**src/rtl/sfc_pkg.sv**
```systemverilog
`timescale 1ns/1ps
package sfc_pkg;
  localparam int BYTES_W   = 12;
  localparam int ITEMS_W   = 9;
  localparam int WCODE_MAX = 3;

  typedef logic [BYTES_W-1:0] bytes_t;
  typedef logic [ITEMS_W-1:0] items_t;
  typedef enum logic [1:0] {GR_NONE, GR_SINGLE, GR_BURST} grant_e;

  // bytes moved by one beat of the given width code
  function automatic bytes_t width_bytes(input logic [2:0] code);
    if (int'(code) > WCODE_MAX) return bytes_t'(1) << WCODE_MAX;
    return bytes_t'(1) << code;
  endfunction

  // items in one burst of the given length code
  function automatic items_t burst_items(input logic [2:0] code);
    if (code == 3'd0) return items_t'(1);
    return items_t'(2) << code;
  endfunction

  function automatic bytes_t txn_bytes(input items_t n, input bytes_t w);
    return bytes_t'(n) * w;
  endfunction

  // bytes still missing when 'have' is held against a need of 'want'
  function automatic bytes_t shortfall(input bytes_t want, input bytes_t have);
    return (want > have) ? (want - have) : '0;
  endfunction
endpackage

```
**src/rtl/sfc_decode.sv**
```systemverilog
`timescale 1ns/1ps
module sfc_decode
  import sfc_pkg::*;
(
  input  logic [2:0] src_wc,
  input  logic [2:0] dst_wc,
  input  logic [2:0] src_bc,
  input  logic [2:0] dst_bc,
  output bytes_t     src_w,
  output bytes_t     dst_w,
  output bytes_t     src_burst_b,
  output items_t     src_items,
  output items_t     dst_items
);
  assign src_w       = width_bytes(src_wc);
  assign dst_w       = width_bytes(dst_wc);
  assign src_items   = burst_items(src_bc);
  assign dst_items   = burst_items(dst_bc);
  assign src_burst_b = txn_bytes(src_items, src_w);
endmodule

```
**src/rtl/sfc_fill_track.sv**
```systemverilog
`timescale 1ns/1ps
module sfc_fill_track
  import sfc_pkg::*;
#(
  parameter int FIFO_BYTES = 32,
  parameter int LVL_W      = $clog2(FIFO_BYTES + 1)
) (
  input  logic             clk,
  input  logic             clr,
  input  logic             add_en,
  input  logic             sub_en,
  input  bytes_t           add_b,
  input  bytes_t           sub_b,
  output logic [LVL_W-1:0] level,
  output bytes_t           level_b,
  output bytes_t           free_b
);
  typedef logic [LVL_W-1:0] lvl_t;

  lvl_t   level_q;
  bytes_t level_nxt;

  assign level_b = bytes_t'(level_q);
  assign free_b  = bytes_t'(FIFO_BYTES) - level_b;
  assign level   = level_q;

  always_comb begin
    level_nxt = level_b + (add_en ? add_b : '0) - (sub_en ? sub_b : '0);
  end

  always_ff @(posedge clk) begin
    if (clr) level_q <= '0;
    else     level_q <= lvl_t'(level_nxt);
  end
endmodule

```
**src/rtl/sfc_dst_track.sv**
```systemverilog
`timescale 1ns/1ps
module sfc_dst_track
  import sfc_pkg::*;
(
  input  logic   clk,
  input  logic   clr,
  input  logic   single_req,
  input  logic   burst_req,
  input  logic   last_req,
  input  logic   beat,
  input  bytes_t dst_w,
  input  items_t dst_items,
  output logic   busy,
  output bytes_t rem,
  output logic   last_seen,
  output logic   beat_ok,
  output logic   done_pulse
);
  logic   busy_q, fin_q, last_q, tail_q, pulse_q;
  bytes_t rem_q;
  logic   start_w, ends_w;

  assign start_w = !busy_q && !fin_q && (single_req || burst_req);
  assign beat_ok = busy_q && beat;
  assign ends_w  = beat_ok && (rem_q <= dst_w);

  always_ff @(posedge clk) begin
    if (clr) begin
      busy_q  <= 1'b0;
      fin_q   <= 1'b0;
      last_q  <= 1'b0;
      tail_q  <= 1'b0;
      pulse_q <= 1'b0;
      rem_q   <= '0;
    end else begin
      pulse_q <= 1'b0;
      if (start_w) begin
        busy_q <= 1'b1;
        rem_q  <= txn_bytes(burst_req ? dst_items : items_t'(1), dst_w);
        tail_q <= last_req;
        if (last_req) last_q <= 1'b1;
      end else if (beat_ok) begin
        rem_q <= ends_w ? '0 : (rem_q - dst_w);
        if (ends_w) begin
          busy_q <= 1'b0;
          if (tail_q) begin
            fin_q   <= 1'b1;
            pulse_q <= 1'b1;
          end
        end
      end
    end
  end

  assign busy       = busy_q;
  assign rem        = rem_q;
  assign last_seen  = last_q;
  assign done_pulse = pulse_q;
endmodule

```
**src/rtl/sfc_src_arb.sv**
```systemverilog
`timescale 1ns/1ps
module sfc_src_arb
  import sfc_pkg::*;
(
  input  logic   clk,
  input  logic   clr,
  input  logic   prefetch_off,
  input  logic   single_req,
  input  logic   burst_req,
  input  logic   beat,
  input  bytes_t fill_b,
  input  bytes_t free_b,
  input  logic   dst_busy,
  input  bytes_t dst_rem,
  input  logic   last_seen,
  input  bytes_t src_w,
  input  bytes_t src_burst_b,
  input  items_t src_items,
  output logic   go_burst,
  output logic   go_single,
  output logic   busy,
  output logic   beat_ok,
  output logic   single_zone,
  output logic   done_pulse
);
  logic   busy_q, fin_q, pulse_q, gb_q, gs_q;
  items_t beats_q;
  bytes_t fetch_left, need;
  logic   idle, burst_fits, single_fits, finish_now;
  grant_e grant;

  assign fetch_left  = shortfall(dst_rem, fill_b);
  assign need        = dst_busy ? fetch_left : '0;
  assign single_zone = last_seen && (fetch_left != '0) && (fetch_left < src_burst_b);
  assign idle        = !busy_q && !fin_q;
  assign burst_fits  = free_b >= src_burst_b;
  assign single_fits = free_b >= src_w;
  assign finish_now  = idle && last_seen && (fetch_left == '0);
  assign beat_ok     = busy_q && beat;

  always_comb begin
    grant = GR_NONE;
    if (idle) begin
      if (last_seen) begin
        if (single_zone) begin
          if ((single_req || burst_req) && single_fits) grant = GR_SINGLE;
        end else if (fetch_left != '0 && burst_req && burst_fits) begin
          grant = GR_BURST;
        end
      end else if (!prefetch_off) begin
        if (burst_req && burst_fits)        grant = GR_BURST;
        else if (single_req && single_fits) grant = GR_SINGLE;
      end else begin
        if (burst_req && need >= src_burst_b && burst_fits)
          grant = GR_BURST;
        else if ((single_req || burst_req) && need != '0 && single_fits)
          grant = GR_SINGLE;
      end
    end
  end

  always_ff @(posedge clk) begin
    if (clr) begin
      busy_q  <= 1'b0;
      fin_q   <= 1'b0;
      pulse_q <= 1'b0;
      gb_q    <= 1'b0;
      gs_q    <= 1'b0;
      beats_q <= '0;
    end else begin
      gb_q    <= (grant == GR_BURST);
      gs_q    <= (grant == GR_SINGLE);
      pulse_q <= finish_now;
      if (finish_now) fin_q <= 1'b1;
      if (grant != GR_NONE) begin
        busy_q  <= 1'b1;
        beats_q <= (grant == GR_BURST) ? src_items : items_t'(1);
      end else if (beat_ok) begin
        beats_q <= beats_q - items_t'(1);
        if (beats_q == items_t'(1)) busy_q <= 1'b0;
      end
    end
  end

  assign go_burst   = gb_q;
  assign go_single  = gs_q;
  assign busy       = busy_q;
  assign done_pulse = pulse_q;
endmodule

```
**src/rtl/dma_src_fetch_ctrl.sv**
```systemverilog
`timescale 1ns/1ps
module dma_src_fetch_ctrl
  import sfc_pkg::*;
#(
  parameter  int FIFO_BYTES = 32,
  localparam int LVL_W      = $clog2(FIFO_BYTES + 1)
) (
  input  logic             clk,
  input  logic             rst_n,
  input  logic             chan_en,
  input  logic             prefetch_off,
  input  logic [2:0]       src_width_code,
  input  logic [2:0]       dst_width_code,
  input  logic [2:0]       src_burst_code,
  input  logic [2:0]       dst_burst_code,
  input  logic             src_single_req,
  input  logic             src_burst_req,
  input  logic             src_beat,
  input  logic             dst_single_req,
  input  logic             dst_burst_req,
  input  logic             dst_last_req,
  input  logic             dst_beat,
  output logic             src_go_burst,
  output logic             src_go_single,
  output logic             src_busy,
  output logic             dst_busy,
  output logic [LVL_W-1:0] fill_bytes,
  output logic             src_single_zone,
  output logic [1:0]       finish
);
  logic   clr_w;
  bytes_t src_w, dst_w, src_burst_b;
  items_t src_items, dst_items;
  bytes_t level_b, free_b, dst_rem_w;
  logic   src_beat_ok_w, dst_beat_ok_w;
  logic   last_seen_w, src_done_w, dst_done_w;

  assign clr_w = !rst_n || !chan_en;

  sfc_decode u_decode (
    .src_wc(src_width_code), .dst_wc(dst_width_code),
    .src_bc(src_burst_code), .dst_bc(dst_burst_code),
    .src_w(src_w), .dst_w(dst_w), .src_burst_b(src_burst_b),
    .src_items(src_items), .dst_items(dst_items)
  );

  sfc_fill_track #(.FIFO_BYTES(FIFO_BYTES), .LVL_W(LVL_W)) u_fill (
    .clk(clk), .clr(clr_w),
    .add_en(src_beat_ok_w), .sub_en(dst_beat_ok_w),
    .add_b(src_w), .sub_b(dst_w),
    .level(fill_bytes), .level_b(level_b), .free_b(free_b)
  );

  sfc_dst_track u_dst (
    .clk(clk), .clr(clr_w),
    .single_req(dst_single_req), .burst_req(dst_burst_req),
    .last_req(dst_last_req), .beat(dst_beat),
    .dst_w(dst_w), .dst_items(dst_items),
    .busy(dst_busy), .rem(dst_rem_w), .last_seen(last_seen_w),
    .beat_ok(dst_beat_ok_w), .done_pulse(dst_done_w)
  );

  sfc_src_arb u_arb (
    .clk(clk), .clr(clr_w), .prefetch_off(prefetch_off),
    .single_req(src_single_req), .burst_req(src_burst_req), .beat(src_beat),
    .fill_b(level_b), .free_b(free_b),
    .dst_busy(dst_busy), .dst_rem(dst_rem_w), .last_seen(last_seen_w),
    .src_w(src_w), .src_burst_b(src_burst_b), .src_items(src_items),
    .go_burst(src_go_burst), .go_single(src_go_single), .busy(src_busy),
    .beat_ok(src_beat_ok_w), .single_zone(src_single_zone),
    .done_pulse(src_done_w)
  );

  assign finish = {dst_done_w, src_done_w};
endmodule

```
**config.mk**
```make
export PLATFORM = sky130hd
export DESIGN_NAME = dma_src_fetch_ctrl
export DESIGN_NICKNAME = d
export VERILOG_FILES = /design/src/rtl/sfc_pkg.sv /design/src/rtl/sfc_decode.sv /design/src/rtl/sfc_fill_track.sv /design/src/rtl/sfc_dst_track.sv /design/src/rtl/sfc_src_arb.sv /design/src/rtl/dma_src_fetch_ctrl.sv
export SDC_FILE = /design/constraint.sdc
export NUM_CORES = 1
export LEC_CHECK = 0
export ABC_CLOCK_PERIOD_IN_PS = 33600
export CAP_MARGIN = 20
export CELL_PAD_IN_SITES_DETAIL_PLACEMENT = 1
export CELL_PAD_IN_SITES_GLOBAL_PLACEMENT = 1
export CORE_MARGIN = 2
export CORE_UTILIZATION = 35
export CTS_BUF_LIST = sky130_fd_sc_hd__clkbuf_2
export DETAILED_ROUTE_END_ITERATION = 8
export PLACE_DENSITY_LB_ADDON = 0.1
export SLEW_MARGIN = 20
export SYNTH_ARGS = -nofsm -noshare
export SYNTH_HDL_FRONTEND = slang
export SYNTH_SLANG_ARGS = --single-unit
```
**constraint.sdc**
```tcl
create_clock -name clk -period 33.6 [get_ports clk]
set_input_delay 10.08 -clock clk [delete_from_list [all_inputs] [get_ports clk]]
set_output_delay 10.08 -clock clk [all_outputs]
set_load 0.05 [all_outputs]
```
# Word level (Yosys, flattened, before mapping)
# Cells that the tools add are included.
# word_totals
ff_bits,37
inputBits,23
out_inout_bits,13
wordCells,122
# op_classes
addsub,6
n_mul,2
magnitude_cmp,8
n_eq_ne,3
n_shift,4
muxes,40
n_bitwise,3
n_reduce_logical,43
# op_table
operator,n
two-way mux 12 bit,9
two-way mux 9 bit,8
>= comparator 12 bit,3
multiplier 9 x 12 -> 12 bit,2
nonzero test 12 bit,2
<< shifter 1 x 3 -> 12 bit (first input constant),2
logical AND 1 bit,19
<< shifter 2 x 3 -> 9 bit (first input constant),2
two-way mux 1 bit,14
two-way mux 2 bit,7
> comparator 12 x 6 -> 1 bit,1
less-or-equal comparator 12 bit,1
zero test 12 bit,1
< comparator 12 bit,1
two-way mux 6 bit,2
subtractor 12 bit,1
subtractor 12 x 6 -> 12 bit,1
nonzero test 2 bit,5
equality test 9 x 1 -> 1 bit (second input constant),1
subtractor 9 x 1 -> 9 bit (second input constant),1
subtractor 6 x 6 -> 7 bit (first input constant),1
adder 6 bit,1
> comparator 3 x 2 -> 1 bit (second input constant),2
zero test 1 bit,6
other kinds (9),16

# Depth between registers and ports, before layout
# Gate-level depths: netlist of the first run.
# logic_depth
ltp_word,14
ltp_mapped,30
ltp_nobuf,29

# Modules after synthesis
# A second synthesis of the first run with hierarchy kept.
# unflattened
hier_cells,1084
area_unflattened_um2,8579.5
# modules_own_cells
module,instances,cells_each,area_each_um2,seq_area_each_um2
sfc_dst_track,1,401,3231.8,340.3
sfc_src_arb,1,382,2899.0,280.3
sfc_decode,1,208,1665.3,0.0
sfc_fill_track,1,90,764.5,120.1
dma_src_fetch_ctrl,1,3,18.8,0.0

# Worst setup path after synthesis of the first run
# OpenSTA, ideal clock, no wires.
# synth_timing
path_kind,input port to output port
startpoint,input port src_width_code[2]
endpoint,output port src_single_zone
arrival_time_ns,15.346
required_ns,23.520
setup_slack_ns,8.174
stages,21
path_buffers,1
cell_sequence,or3_1 -> clkbuf_1 -> inv_1 -> nand2_1 -> fa_1 -> fa_1 -> inv_1 -> fa_1 -> inv_1 -> fa_1 -> inv_1 -> ha_1 -> inv_1 -> o21bai_1 -> a21oi_1 -> xor2_1 -> ha_1 -> a21o_1 -> a21oi_1 -> o211ai_1 -> a21oi_1
# synth_via
elab_chain_cells,6
word_cells_on_any_way,7
cone_classes,mul (1); order compare (2); shift (1); mux (2); reduce/logical (1)
# synth_lines
element,line_no,text
"start, declared",dma_src_fetch_ctrl.sv:12,"input logic [2:0] src_width_code,"
> comparator 3 x 2 -> 1 bit,sfc_pkg.sv:13,if (int'(code) > WCODE_MAX) return bytes_t'(1) << WCODE_MAX;
two-way mux 1 bit,sfc_pkg.sv:13,
two-way mux 12 bit (*),sfc_pkg.sv:14,return bytes_t'(1) << code;
multiplier 9 x 12 -> 12 bit (*),sfc_pkg.sv:24,return bytes_t'(n) * w;
< comparator 12 bit (*),sfc_src_arb.sv:34,assign single_zone = last_seen && (fetch_left != '0) && (fetch_left < src_burst_b);
logical AND 1 bit (*),sfc_src_arb.sv:34,
"end, declared",dma_src_fetch_ctrl.sv:28,"output logic src_single_zone,"
# Every way passes the cells marked *; elsewhere a longest branch is shown, timed or not.

# Worst setup path after layout of the first run
# Ends and elaborated chain as after synthesis.

==> results.sh, run 1 <==
export IMPL_final_common_cell="inv_1"
export IMPL_worst_path_stages=23
export IMPL_netlist_area_um2=6970
export IMPL_dr_pass1_iters=4
export IMPL_syn_mean_instance_area_um2=8.02
export IMPL_synth_compound_area_share_pct=16.3
export IMPL_path_max_fanout=9
export IMPL_cts_resized=0
export IMPL_clock_power_share_pct=8.7
export IMPL_finalCriticalPeriod_ns=26.50
export IMPL_post_cts_buffers=0
export IMPL_dp_hpwl_um=16900
export IMPL_p_sw_share_pct=51.1
export IMPL_rows=51
export IMPL_dp_slack_ns=7.04
export IMPL_io_pins=36
export IMPL_crit_family="adder cells"
export IMPL_cts_root_buf="clkbuf_2"
export IMPL_final_cell_mix="inv_1, ha_1, nor2_1"
export IMPL_drt_iter0_markers=182
export IMPL_ys_warn_count=0
export IMPL_max_cap_violations=0
export IMPL_synth_adder_area_share_pct=37.7
export IMPL_antenna_found_initial=1
export IMPL_status="finished clean"
export IMPL_crit_required_ns=23.52
export IMPL_setup_viol=0
export IMPL_p_sw_mw=0.133
export IMPL_dieArea_um2=21000
export IMPL_grt_overflow=0
export IMPL_die_y_um=145
export IMPL_grt_pass1_wl_um=32800
export IMPL_rsz0062_at_grt="false"
export IMPL_p_int_mw=0.127
export IMPL_power_density_nw_per_um2=33.5
export IMPL_ctsHoldBuffers=0
export IMPL_gp_congestion=0.817
export IMPL_fin_tns_setup_ns=0
export IMPL_syn_inst=869
export IMPL_slew_headroom_pct=38.6
export IMPL_start_util_pct=35.7
export IMPL_clk_latency_ns=0.42
export IMPL_clk_pin_slew_ns=0.21
export IMPL_synth_flop_cell="dfxtp_1"
export IMPL_p_seq_share_pct=20.1
export IMPL_whs_path_depth=1
export IMPL_core_um2=19500
export IMPL_cp_buffers_inverters=6
export IMPL_max_slew_worst_pin_slew_ns=0.917
export IMPL_cp_slowest_stage_delay_ns=0.74
export IMPL_cts_tree="done"
export IMPL_ys_seq_elements=37
export IMPL_synth_simple_area_share_pct=21.2
export IMPL_p_comb_share_pct=71.2
export IMPL_finalMaxSlewViolations=0
export IMPL_min_period_over_period_pct=78.9
export IMPL_fin_ws_ns=7.10
export IMPL_synth_xor_area_share_pct=4.90
export IMPL_fp_dieW_um=145
export IMPL_leakage_nw=3.67
export IMPL_final_cells=1198
export IMPL_worstSetupPathType="in2out"
export IMPL_via_per_inst=5.02
export IMPL_synthToLayoutAreaGrowth_pct=11.3
export IMPL_power_mw=0.260
export IMPL_wire_per_inst_um=16.5
export IMPL_r2r_cells=18
export IMPL_worst_setup_path_start_kind="primary input"
export IMPL_largest_reg_flops=12
export IMPL_drt_wl_total_um=19800
export IMPL_grt_max_degree=27
export IMPL_numPortBuffers=35
export IMPL_vdd_drop_max_mv=0.0144
export IMPL_numCtsBuffers=5
export IMPL_critPathSlowestCell="clkdlybuf4s50_1"
export IMPL_grtUsageTotal_pct=19.2
export IMPL_clock_skew_ns=0.0147
export IMPL_worst_hold_slack_ns=0.484
export IMPL_clock_fmax_mhz=37.7
export IMPL_final_nets=1126
export IMPL_synth_cell_types=69
export IMPL_hold_viol_final=0
export IMPL_synth_edf_count=0
export IMPL_first_global_vias=6196
export IMPL_path_cells="clkdlybuf4s50_1, or3_1, inv_1, nand2_1, fa_1, fa_1, inv_1, fa_1, inv_1, fa_1, inv_1, ha_1, a21oi_1, o21bai_1, a21oi_1, xnor2_1, ha_1, nand3_1, nor4_1, o211ai_1, o211ai_1, a21oi_1, clkdlybuf4s50_1"
export IMPL_clockBufferDepth=2
export IMPL_postRouteAntennaNets=0
export IMPL_hp_class="reg2reg"
export IMPL_drive_above_1_share_pct=3.54
export IMPL_muxShareOfSynthArea_pct=0.287
export IMPL_drcViolationCount=0
export IMPL_ys_seq_area_share_pct=10.6
export IMPL_synthArstFlopShare_pct=0
export IMPL_synth_top_family_by_area="adder cells"
export IMPL_cts_max_level=2
export IMPL_cp_arrival_ns=16.42
export IMPL_placedCellCount=1188
export IMPL_cts_sinks=37
export IMPL_vias=6017
export IMPL_end_kind="primary output"
[final timing paths]
kind	slack (ns)	to	startpoint
min reg2reg	0.48	u_dst.fin_q	u_dst.fin_q
max	7.10	src_single_zone	src_width_code[2]
max reg2reg	28.08	u_arb.beats_q[3]	u_fill.level[4]
min	0.48	u_dst.fin_q	u_dst.fin_q
[power by group through the flow]
stage          logic (mW)  clock network (mW)  registers (mW)
2_1_floorplan       0.138                   0          0.0534
3_3_place_gp        0.184                   0          0.0530
3_5_place_dp        0.186                   0          0.0530
4_1_cts             0.187              0.0244          0.0521
5_1_grt             0.210              0.0261          0.0529
6_report            0.185              0.0226          0.0522
[cells by family (layout without fill, tap and decap cells)]
group,Yosys count,in the layout
multiplexers,2,2
flip-flops,37,37
buffers and inverters,156,178
adder cells (fa/ha/maj),172,172
XOR/XNOR,39,39
AND/OR/NAND/NOR,304,304
other,2,44
AO/OA/AOI/OAI,157,157
[stage by stage]
stage / util (%) / instance area, um2
floorplan: - / 7120
global placement: 39.4 / 7690
detailed placement: 39.4 / 7690
CTS: 39.6 / 7740
global route: 39.7 / 7750
finish: 39.7 / 7750
[area by class of cell]
type | instances | area, um2
fill | 2437 | 11800
antenna | 1 | 2.50
tap | 265 | 332
clock buffer | 5 | 25.0
multi-input combinational | 717 | 5760
timing repair buffer | 38 | 380
inverter | 132 | 495
sequential | 37 | 741
clock inverter | 3 | 17.5
[metal layers]
layer / track usage (%) / vias up / routed length (um)
li1: - / 3015 / -
met1: 27.3 / 2937 / 10000
met2: 32.1 / 54 / 9080
met3: 1.35 / 11 / 418
met4: 3.87 / 0 / 265
met5: 0 / - / 0
[cells in the mapped netlist, types with 10 or more instances]
master	count	share of area [%]
a21o_1	24	2.6
nor2b_1	12	1.1
a21oi_1	33	2.4
dfxtp_1	37	11
or2_2	10	0.90
o21ai_0	23	1.7
xor2_1	11	1.4
clkbuf_1	16	0.86
ha_1	109	20
xnor2_1	28	3.5
a22oi_1	10	1.1
nand3_1	35	2.5
nand2_1	57	3.1
inv_1	132	7.1
nor2_1	108	5.8
fa_1	63	18
and2_1	13	1.2
No activity file was read; power rests on OpenSTA's default activity.
==> run 2: changes to the inputs <==
- ABC_CLOCK_PERIOD_IN_PS: 33600 -> 21300
- clock period: 33.6 -> 21.3 ns (I/O delays scaled with it)
==> results.sh, run 2 (synthesis results as in run 1) <==
export IMPL_status="finished clean"
export IMPL_drive_above_1_share_pct=3.54
export IMPL_max_cap_violations=0
export IMPL_fillers=2461
export IMPL_finalMaxSlewViolations=0
export IMPL_hold_viol_final=0
export IMPL_p_int_mw=0.200
export IMPL_drcViolationCount=0
export IMPL_clk_pin_slew_ns=0.24
export IMPL_max_slew_worst_pin_slew_ns=0.901
export IMPL_crit_required_ns=14.91
export IMPL_setup_viol=0
export IMPL_worstSetupPathType="in2out"
export IMPL_rsz0062_at_grt="false"
export IMPL_postRouteAntennaNets=0
export IMPL_grt_max_degree=27
export IMPL_path_cells="clkdlybuf4s50_1, or3_1, inv_1, nand2_1, fa_1, fa_1, inv_1, fa_1, inv_1, fa_1, inv_1, ha_1, a21oi_1, o21bai_1, a21oi_1, xnor2_1, ha_1, nand3_1, nor4_1, o211ai_1, o211ai_1, a21oi_1, clkdlybuf4s50_1"
export IMPL_fin_area_um2=7740
export IMPL_wire_per_inst_um=16.5
export IMPL_cts_sinks=37
export IMPL_worst_setup_path_start_kind="primary input"
export IMPL_cp_slowest_stage_delay_ns=0.73
export IMPL_drt_wl_total_um=19800
export IMPL_rows=51
export IMPL_largest_reg_flops=12
export IMPL_p_sw_mw=0.211
export IMPL_start_util_pct=35.7
export IMPL_post_cts_buffers=0
export IMPL_final_common_cell="inv_1"
export IMPL_cts_max_level=2
export IMPL_ctsHoldBuffers=0
export IMPL_dieArea_um2=21000
export IMPL_finalCriticalPeriod_ns=19.13
export IMPL_p_seq_share_pct=20.0
export IMPL_final_nets=1125
export IMPL_min_period_over_period_pct=89.8
export IMPL_core_um2=19500
export IMPL_regArea_um2=741
export IMPL_via_per_inst=5.03
export IMPL_power_mw=0.411
export IMPL_leakage_nw=3.66
export IMPL_cts_resized=0
export IMPL_drt_iter0_markers=216
export IMPL_end_kind="primary output"
export IMPL_gp_congestion=0.817
export IMPL_clockBufferDepth=2
export IMPL_vdd_drop_max_mv=0.0205
export IMPL_clk_latency_ns=0.42
export IMPL_grt_pass1_wl_um=32800
export IMPL_power_density_nw_per_um2=53.1
export IMPL_slew_headroom_pct=39.6
export IMPL_grt_overflow=0
export IMPL_multiInputGateArea_um2=5760
export IMPL_die_y_um=145
export IMPL_numPortBuffers=35
export IMPL_path_max_fanout=9
export IMPL_final_cell_mix="inv_1, ha_1, nor2_1"
export IMPL_cts_root_buf="clkbuf_2"
export IMPL_vias=6022
export IMPL_fin_tns_setup_ns=0
export IMPL_synthToLayoutAreaGrowth_pct=11.1
export IMPL_antenna_found_initial=1
export IMPL_first_global_vias=6186
export IMPL_crit_family="adder cells"
export IMPL_clock_power_share_pct=9.0
export IMPL_final_util_pct=39.6
export IMPL_dr_pass1_iters=5
export IMPL_clock_skew_ns=0.0141
export IMPL_grtUsageTotal_pct=19.2
export IMPL_placed_area_um2=7690
export IMPL_numCtsBuffers=5
export IMPL_critPathSlowestCell="clkdlybuf4s50_1"
export IMPL_fp_dieW_um=145
export IMPL_p_sw_share_pct=51.4
export IMPL_p_comb_share_pct=71.0
export IMPL_hp_class="reg2reg"
export IMPL_cts_tree="done"
export IMPL_io_pins=36
export IMPL_clock_fmax_mhz=52.3
export IMPL_worst_hold_slack_ns=0.494
export IMPL_dp_hpwl_um=16800
export IMPL_cp_arrival_ns=12.74
export IMPL_cp_buffers_inverters=6
run 2: cell type report:
cell class	instances	share of cell area, %
clock buffers	5	0.323
inverters	132	6.40
clock inverters	3	0.226
well taps	265	4.28
multi-input cells	717	74.4
diodes	1	0.0323
flip-flops and latches	37	9.57
repair buffers	37	4.72
run 2: power groups by stage:
stage                     Sequential, mW  Combinational, mW  Clock, mW
final                             0.0823              0.292     0.0368
after CTS                         0.0821              0.295     0.0387
after global placement            0.0837              0.290          0
after global routing              0.0834              0.332     0.0414
after detailed placement          0.0835              0.293          0
after floorplan                   0.0842              0.217          0
run 2: final timing paths:
kind	start	end	slack, ns	cells past startpoint
worst max-delay path	src_width_code[2]	src_single_zone	2.17	23
worst min-delay path	u_dst.fin_q	u_dst.fin_q	0.49	1
worst max register to register	u_fill.level[0]	u_arb.beats_q[3]	15.80	16
worst min register to register	u_dst.fin_q	u_dst.fin_q	0.49	1
run 2: layer usage:
layer	up-vias	global-route usage (%)	routed length (um)
li1	3014	-	-
met2	53	32.6	9060
met4	0	2.65	125
met5	-	0	0
met1	2948	27.6	10300
met3	7	1.16	256
run 2: stage by stage:
step                      instances  worst slack [ns]
after floorplan                 910              3.25
after global placement         1188              2.26
after detailed placement       1188              2.14
after CTS                      1196              2.12
after global routing           1197              1.61
final                          1197              2.17
==> run 3: changes to the inputs <==
- SLEW_MARGIN: 20 -> unset
==> results.sh, run 3 (synthesis results as in run 1) <==
export IMPL_largest_reg_flops=12
export IMPL_dieArea_um2=21000
export IMPL_ctsHoldBuffers=0
export IMPL_clock_skew_ns=0.0143
export IMPL_fin_area_um2=7770
export IMPL_fin_tns_setup_ns=0
export IMPL_worst_hold_slack_ns=0.486
export IMPL_r2r_cells=16
export IMPL_min_period_over_period_pct=89.9
export IMPL_antenna_found_initial=1
export IMPL_gp_congestion=0.817
export IMPL_grt_max_degree=27
export IMPL_numCtsBuffers=5
export IMPL_finalMaxSlewViolations=0
export IMPL_clk_latency_ns=0.43
export IMPL_setup_viol=0
export IMPL_status="finished clean"
export IMPL_placed_area_um2=7690
export IMPL_grt_pass1_wl_um=32800
export IMPL_whs_path_depth=1
export IMPL_postRouteAntennaNets=0
export IMPL_cts_resized=0
export IMPL_max_slew_worst_pin_slew_ns=0.906
export IMPL_max_cap_violations=0
export IMPL_drt_iter0_markers=232
export IMPL_crit_required_ns=14.91
export IMPL_clock_fmax_mhz=52.2
export IMPL_dr_pass1_iters=4
export IMPL_vias=6000
export IMPL_drive_above_1_share_pct=3.54
export IMPL_rsz0062_at_grt="false"
export IMPL_path_max_fanout=9
export IMPL_cts_sinks=37
export IMPL_cp_arrival_ns=12.75
export IMPL_worstSetupPathType="in2out"
export IMPL_first_global_vias=6186
export IMPL_clockBufferDepth=2
export IMPL_clk_pin_slew_ns=0.22
export IMPL_dp_slack_ns=2.14
export IMPL_hp_class="reg2reg"
export IMPL_grt_overflow=0
export IMPL_grtUsageTotal_pct=19.2
export IMPL_via_per_inst=5.01
export IMPL_hold_viol_final=0
export IMPL_dp_hpwl_um=16800
export IMPL_start_util_pct=35.7
export IMPL_drt_wl_total_um=19700
export IMPL_slew_headroom_pct=39.3
export IMPL_io_pins=36
export IMPL_wire_per_inst_um=16.4
export IMPL_numPortBuffers=35
export IMPL_fin_ws_ns=2.16
export IMPL_worst_setup_path_start_kind="primary input"
export IMPL_power_density_nw_per_um2=52.9
export IMPL_post_cts_buffers=0
export IMPL_vdd_drop_max_mv=0.0204
export IMPL_final_nets=1126
export IMPL_cts_tree="done"
export IMPL_cts_max_level=2
export IMPL_synthToLayoutAreaGrowth_pct=11.5
export IMPL_fp_dieW_um=145
export IMPL_final_util_pct=39.8
export IMPL_power_mw=0.411
export IMPL_final_cell_mix="inv_1, ha_1, nor2_1"
export IMPL_cts_root_buf="clkbuf_2"
export IMPL_final_common_cell="inv_1"
export IMPL_rows=51
export IMPL_placedCellCount=1188
export IMPL_drcViolationCount=0
export IMPL_end_kind="primary output"
export IMPL_core_um2=19500
export IMPL_final_cells=1198
export IMPL_die_y_um=145
export IMPL_finalCriticalPeriod_ns=19.14
export IMPL_fillers=2461
export IMPL_leakage_nw=3.68
[run 3: changes by cell type in the layout (fill, tap and decap cells not counted), sizes merged]
cell,previous run,this run
buf,2,3
[run 3: critical path, stage by stage]
cell,delay (ns)
clkdlybuf4s50_1,0.45
or3_1,0.55
inv_1,0.19
nand2_1,0.10
fa_1,0.54
fa_1,0.55
inv_1,0.05
fa_1,0.53
inv_1,0.06
fa_1,0.54
inv_1,0.04
ha_1,0.30
a21oi_1,0.21
o21bai_1,0.09
a21oi_1,0.17
xnor2_1,0.15
ha_1,0.34
nand3_1,0.10
nor4_1,0.28
o211ai_1,0.13
o211ai_1,0.17
a21oi_1,0.09
clkdlybuf4s50_1,0.73
[run 3: path summary, 6_finish.rpt]
| check | to | slack [ns] | from |
|---|---|---|---|
| min reg2reg | u_dst.fin_q | 0.49 | u_dst.fin_q |
| min | u_dst.fin_q | 0.49 | u_dst.fin_q |
| max reg2reg | u_arb.beats_q[3] | 15.82 | u_fill.level[0] |
| max | src_single_zone | 2.16 | src_width_code[2] |
[run 3: routing by layer]
layer  track usage (%)  up-vias  wire length [um]  share of wire, %
li1                  -     3013                 -                 -
met1              27.6     2934             10100                51
met2              32.6       45              9070                46
met3              1.16        8               376               1.9
met4              2.65        0               126              0.64
met5                 0        -                 0                 0
[run 3: power breakdown]
group / switching (mW) / internal [mW]
Combinational: 0.173 / 0.119
Sequential: 0.00811 / 0.0741
Clock: 0.0293 / 0.00765
[run 3: layout make-up]
class / count / area, um2 / area share [%]
multi-input combinational: 717 / 5760 / 74.2
sequential: 37 / 741 / 9.54
inverter: 132 / 495 / 6.38
timing repair buffer: 38 / 393 / 5.06
tap: 265 / 332 / 4.27
clock buffer: 5 / 25.0 / 0.322
clock inverter: 3 / 17.5 / 0.226
antenna: 1 / 2.50 / 0.0322
